$ cat src/rtl/auxdiv_pkg.sv
package auxdiv_pkg;

    typedef enum logic [1:0] {
        PRE_BY1  = 2'd0,
        PRE_BY2  = 2'd1,
        PRE_BY4  = 2'd2,
        PRE_RSVD = 2'd3
    } pre_sel_e;

    typedef enum logic [1:0] {
        BAND_LOW  = 2'd0,
        BAND_MID  = 2'd1,
        BAND_HIGH = 2'd2,
        BAND_TOP  = 2'd3
    } band_e;

    // Last count value of the prescaler for a given select
    function automatic logic [1:0] pre_last(input pre_sel_e sel);
        case (sel)
            PRE_BY1: pre_last = 2'd0;
            PRE_BY2: pre_last = 2'd1;
            default: pre_last = 2'd3;
        endcase
    endfunction

endpackage

$ cat src/rtl/auxdiv_cfg_check.sv
module auxdiv_cfg_check
    import auxdiv_pkg::*;
(
    input  pre_sel_e sel_i,
    input  band_e    band_i,
    output logic     err_o,
    output pre_sel_e eff_sel_o
);

    logic legal;

    always_comb begin
        case (band_i)
            BAND_LOW: legal = (sel_i != PRE_RSVD);
            BAND_MID: legal = (sel_i == PRE_BY2) || (sel_i == PRE_BY4);
            default:  legal = (sel_i == PRE_BY4);
        endcase
        err_o     = !legal;
        eff_sel_o = legal ? sel_i : PRE_BY4;
    end

endmodule

$ cat src/rtl/auxdiv_prescaler.sv
module auxdiv_prescaler
    import auxdiv_pkg::*;
(
    input  logic     clk_i,
    input  logic     rst_ni,
    input  logic     clear_i,
    input  pre_sel_e sel_i,
    output logic     tick_o,
    output logic     level_o
);

    typedef struct packed {
        logic [1:0] cnt;
    } pre_state_t;

    pre_state_t st_d, st_q;
    logic [1:0] last;

    always_comb begin
        last    = pre_last(sel_i);
        tick_o  = (st_q.cnt == last);
        case (sel_i)
            PRE_BY1: level_o = 1'b0;
            PRE_BY2: level_o = (st_q.cnt == 2'd0);
            default: level_o = (st_q.cnt < 2'd2);
        endcase
        st_d = st_q;
        if (clear_i || tick_o) begin
            st_d.cnt = 2'd0;
        end else begin
            st_d.cnt = st_q.cnt + 2'd1;
        end
    end

    always_ff @(posedge clk_i or negedge rst_ni) begin
        if (!rst_ni) begin
            st_q <= '0;
        end else begin
            st_q <= st_d;
        end
    end


    pre_cnt_range_chk: assert property (@(posedge clk_i) disable iff (!rst_ni)
        st_q.cnt <= pre_last(sel_i))
        else $error("prescaler count beyond selected ratio");

endmodule

$ cat src/rtl/auxdiv_main.sv
module auxdiv_main #(
    parameter int unsigned RATIO_W = 10
) (
    input  logic               clk_i,
    input  logic               rst_ni,
    input  logic               clear_i,
    input  logic               tick_i,
    input  logic [RATIO_W-1:0] n_eff_i,
    input  logic [RATIO_W-1:0] half_i,
    output logic               period_end_o,
    output logic               level_o
);

    localparam logic [RATIO_W-1:0] ONE = RATIO_W'(1);

    typedef struct packed {
        logic [RATIO_W-1:0] cnt;
    } main_state_t;

    main_state_t st_d, st_q;
    logic        at_last;

    always_comb begin
        at_last      = (st_q.cnt == n_eff_i - ONE);
        period_end_o = tick_i && at_last;
        level_o      = (st_q.cnt < half_i);
        st_d         = st_q;
        if (clear_i || period_end_o) begin
            st_d.cnt = '0;
        end else if (tick_i) begin
            st_d.cnt = st_q.cnt + ONE;
        end
    end

    always_ff @(posedge clk_i or negedge rst_ni) begin
        if (!rst_ni) begin
            st_q <= '0;
        end else begin
            st_q <= st_d;
        end
    end


    main_cnt_range_chk: assert property (@(posedge clk_i) disable iff (!rst_ni)
        st_q.cnt < n_eff_i)
        else $error("main divider count beyond ratio");

endmodule

$ cat src/rtl/aux_clk_div.sv
module aux_clk_div
    import auxdiv_pkg::*;
#(
    parameter int unsigned RATIO_W = 10
) (
    input  logic               clk_i,
    input  logic               rst_ni,
    input  logic [1:0]         pre_sel_i,
    input  logic [1:0]         band_i,
    input  logic [RATIO_W-1:0] ratio_i,
    input  logic               sync_i,
    output logic               clk_o,
    output logic               cfg_err_o
);

    localparam logic [RATIO_W-1:0] ONE = RATIO_W'(1);

    typedef struct packed {
        pre_sel_e           sel;
        logic [RATIO_W-1:0] n;
        logic               div;
    } top_state_t;

    top_state_t         st_d, st_q;
    pre_sel_e           eff_sel;
    logic               err;
    logic               bypass;
    logic               pass_through;
    logic [RATIO_W-1:0] n_eff;
    logic [RATIO_W-1:0] half;
    logic               pre_tick, pre_level;
    logic               period_end, main_level;
    logic               cur_level;

    auxdiv_cfg_check u_cfg (
        .sel_i     (pre_sel_e'(pre_sel_i)),
        .band_i    (band_e'(band_i)),
        .err_o     (err),
        .eff_sel_o (eff_sel)
    );

    auxdiv_prescaler u_pre (
        .clk_i   (clk_i),
        .rst_ni  (rst_ni),
        .clear_i (sync_i),
        .sel_i   (st_q.sel),
        .tick_o  (pre_tick),
        .level_o (pre_level)
    );

    auxdiv_main #(.RATIO_W(RATIO_W)) u_main (
        .clk_i        (clk_i),
        .rst_ni       (rst_ni),
        .clear_i      (sync_i),
        .tick_i       (pre_tick),
        .n_eff_i      (n_eff),
        .half_i       (half),
        .period_end_o (period_end),
        .level_o      (main_level)
    );

    always_comb begin
        bypass       = (st_q.n <= ONE);
        n_eff        = bypass ? ONE : st_q.n;
        half         = st_q.n >> 1;
        pass_through = bypass && (st_q.sel == PRE_BY1);
        cur_level    = bypass ? pre_level : main_level;

        st_d = st_q;
        if (sync_i || period_end) begin
            st_d.sel = eff_sel;
            st_d.n   = ratio_i;
        end
        st_d.div = sync_i ? 1'b0 : cur_level;
    end

    always_ff @(posedge clk_i or negedge rst_ni) begin
        if (!rst_ni) begin
            st_q.sel <= PRE_BY4;
            st_q.n   <= ONE;
            st_q.div <= 1'b0;
        end else begin
            st_q <= st_d;
        end
    end

    assign clk_o     = pass_through ? clk_i : st_q.div;
    assign cfg_err_o = err;


    sync_low_chk: assert property (@(posedge clk_i) disable iff (!rst_ni)
        sync_i |=> !st_q.div)
        else $error("output not low after strobe");


    sync_rise_chk: assert property (@(posedge clk_i) disable iff (!rst_ni)
        (sync_i ##1 (!sync_i && !pass_through)) |=> st_q.div)
        else $error("output not high one cycle after strobe");


    err_force_chk: assert property (@(posedge clk_i) disable iff (!rst_ni)
        (sync_i && cfg_err_o) |=> (st_q.sel == PRE_BY4))
        else $error("illegal select not forced to divide-by-4");


    cfg_hold_chk: assert property (@(posedge clk_i) disable iff (!rst_ni)
        (!sync_i && !period_end) |=> ($stable(st_q.n) && $stable(st_q.sel)))
        else $error("configuration changed inside a period");

endmodule

$ cat config.mk
export PLATFORM = sky130hd
export DESIGN_NAME = aux_clk_div
export DESIGN_NICKNAME = d
export VERILOG_FILES = /design/src/rtl/auxdiv_pkg.sv /design/src/rtl/auxdiv_cfg_check.sv /design/src/rtl/auxdiv_prescaler.sv /design/src/rtl/auxdiv_main.sv /design/src/rtl/aux_clk_div.sv
export SDC_FILE = /design/constraint.sdc
export NUM_CORES = 1
export LEC_CHECK = 0
export BUFFER_PORTS_ARGS = -buffer_cell sky130_fd_sc_hd__buf_2
export CAP_MARGIN = 20
export CORE_UTILIZATION = 45
export DETAILED_ROUTE_END_ITERATION = 8
export SLEW_MARGIN = 15
export SYNTH_ARGS = -nofsm -noshare
export SYNTH_HDL_FRONTEND = slang
export SYNTH_SLANG_ARGS = --single-unit
$ cat constraint.sdc
create_clock -name clk_i -period 3.2 [get_ports clk_i]
set_input_delay 0.48 -clock clk_i [delete_from_list [all_inputs] [get_ports clk_i]]
set_output_delay 0.48 -clock clk_i [all_outputs]
set_load 0.01 [all_outputs]
==> reports/results.tsv <==
stage	metric	value	unit
floorplan	die_x	65.7	um
cts	postCtsHoldBufs	0	
setup_path	crit_type	reg -> reg	
power	pwr-share-clk	34.1	%
cts	cts.repair.resized	0	
synthesis	syn_area_per_cell	9.83	sq um
cts	clk_pin_slew	0.09	ns
floorplan	initial_core_util	48.5	%
timing	setup_tns	0	ns
route	wl_met1	1.97	mm
cts	cts_tree	built	
timing	finClkSkew	0.00418	ns
synthesis	synth-adder-area-share	8.90	%
final_layout	drive_above_1_share	24.8	%
route	wire_per_inst	15.2	um
power	p_int	0.606	mW
setup_path	crit_required	3.47	ns
synthesis	synth_flop_cell	dfrtp_1	
timing	hold_violations	0	
setup_path	cp-end-kind	flip-flop	
setup_path	startpoint_type	flip-flop	
power	sw_frac_of_total	29.7	%
timing	hold_ws	0.0811	ns
global_routing	grt_max_degree	26	
floorplan	core-area	3770	sq um
power	leakagePower	1.00	nW
floorplan	die-area	4320	sq um
floorplan	core.rowCount	22	
synthesis	synthSimpleGateAreaFrac	20.2	%
route	viasPerCell	5.55	
synthesis	synth_cell_types	51	
power	pwr-share-comb	22.3	%
synthesis	synth-xor-area-share	8.15	%
synthesis	yosysSeqAreaShare	34.4	%
route	dr_wl_met2	1.83	mm
synthesis	synth-compound-area-share	11.9	%
synthesis	synthCells	186	
synthesis	syn_nets	216	
place	gp_congestion	0.892	
timing	layout_min_cycle_time	2.96	ns
synthesis	synth_edf_count	0	
timing	relSlewSlack	61.8	%
power	ir_worst_vdd	0.000302	V
global_routing	grt_pass1_wl	6.90	mm
route	drt-total-wl	3.99	mm
cts	clk_latency	0.38	ns
synthesis	synth_warnings	0	
route	dr.max_layer_used	met4	
cts	cts_setup_buffers	0	
synthesis	synth-seq-cells	25	
timing	drv_slew	0	
synthesis	synth.mux.area_fraction	10.2	%
global_routing	grt_overflow	0	
power	power_frac_seq	43.6	%
route	drtPass1Iterations	4	
place	dp_slack	0.291	ns
setup_path	crit_path_max_fanout	10	
setup_path	reg2reg_slack	0.24	ns
timing	rsz0062_at_grt	false	
route	remaining_drc_errors	0	
route	wl_met3	163	um
run	maxCapViolations	0	
final_layout	diodes	0	
route	drt.antenna.violating_nets	0	
power	p_total	0.861	mW
final_layout	area_growth	14.5	%
route	vias	1454	
global_routing	grt_pass1_vias	1487	
timing	setup_slack	0.238	ns
floorplan	io_pins	19	
power	p_per_area	411	nW/um^2
final_layout	final_nets	245	
place	dpl.hpwl	2.99	mm
timing	post-route-period-util	92.6	%
floorplan	die_h	65.7	um
global_routing	antenna_found_initial	0	
power	p_switching	0.256	mW
final_layout	fillers	344	
place	port_buffers	18	
synthesis	synth_top_family_by_area	simple AND/OR/NAND/NOR gates	
timing	tightest_slew	0.574	ns
worst_hold_path	hold_class	in -> async	
global_routing	track_usage	21.5	%
synthesis	syn_area	1830	sq um
setup_path	arrival	3.23	ns
synthesis	async_flop_share	100	%
route	first_iter_violations	85	
run_status	outcome	finished, final reports clean	
timing	fmax	338	MHz
timing	setup_viol	0	
## critical path, cell delays in order, from the launching register on
cell and delay (ns):
dfrtp_1 0.46, nor3_1 0.30, a31oi_1 0.19, ha_1 0.28, or3_1 0.38, a31oi_1 0.20, o2111ai_1 0.15, nor4_2 0.26
a21oi_2 0.11, buf_4 0.20, mux2_4 0.31
## metal layers
metal | vias to the layer above | GRT usage [%]
li1 | 716 | -
met2 | 39 | 32.5
met3 | 4 | 5.56
met5 | - | 0
met1 | 695 | 29.6
met4 | 0 | 6.79
## synthesized netlist by cell type (4+ instances only)
| cell type | n | area share (%) |
|---|---|---|
| dfrtp_1 | 23 | 31 |
| xnor2_1 | 10 | 4.8 |
| nor3_1 | 8 | 2.2 |
| mux2_4 | 11 | 9.0 |
| xor2_1 | 7 | 3.4 |
| nor2_1 | 12 | 2.5 |
| nand2_1 | 5 | 1.0 |
| inv_1 | 18 | 3.7 |
| and2_1 | 7 | 2.4 |
| a21oi_1 | 7 | 1.9 |
| nand3_1 | 4 | 1.1 |
| ha_1 | 13 | 8.9 |
| nor3b_1 | 5 | 2.1 |
| nor2b_1 | 6 | 2.1 |
## per-stage QoR
stage               instances  cell area [sq um]  util (%)
global placement          255               2010      53.2
floorplan                 186               1830         -
CTS                       262               2090      55.5
global route              262               2090      55.5
detailed placement        255               2010      53.2
finish                    262               2090      55.5
## cells by family (layout without fill, tap and decap cells)
kind of cell,after synthesis,in the layout
multiplexers,13,13
AO/OA/AOI/OAI,31,31
adder cells (fa/ha/maj),13,13
AND/OR/NAND/NOR,62,62
XOR/XNOR,17,17
flip-flops,25,25
buffers and inverters,25,53
## cell usage in the layout, fill, tap and decap left out, drive strengths merged, types with 7 or more instances in the layout
cell	count
mux2	12
nor3	8
and2	7
dfrtp	23
xnor2	10
xor2	7
ha	13
nor2	12
a21oi	8
buf	28
inv	18
## power by group through the flow
stage | Clock (mW) | Sequential (mW) | Combinational (mW)
2_1_floorplan | 0.00119 | 0.371 | 0.134
3_3_place_gp | 0.00176 | 0.379 | 0.185
3_5_place_dp | 0.00176 | 0.381 | 0.190
4_1_cts | 0.301 | 0.375 | 0.193
5_1_grt | 0.317 | 0.379 | 0.215
6_report | 0.294 | 0.375 | 0.192
## area by class of cell
type                       count  area (sq um)  share of cell area (%)
multi-input combinational    136          1080                    51.8
sequential                    25           628                    30.0
timing repair buffer          27           160                    7.65
clock buffer                   7          87.6                    4.18
inverter                      18          67.6                    3.23
tap                           48          60.1                    2.87
clock inverter                 1          5.00                   0.239
## state kept, by name (all words and copies together) (netlist names)
signal / cells
half: 9
u_pre.st_q: 2
u_main.st_q: 10
st_q: 4
## final timing paths
check / from / end / cells past startpoint
min in group clk_i: ratio_i[6] / half[5] / 2
max in group asynchronous: rst_ni / u_pre.st_q[0] / 1
max: half[7] / half[3] / 10
max reg2reg: half[7] / half[3] / 10
min reg2reg: u_pre.st_q[0] / u_pre.st_q[0] / 1
min: rst_ni / half[1] / 1
(Power assumes the default switching activity.)
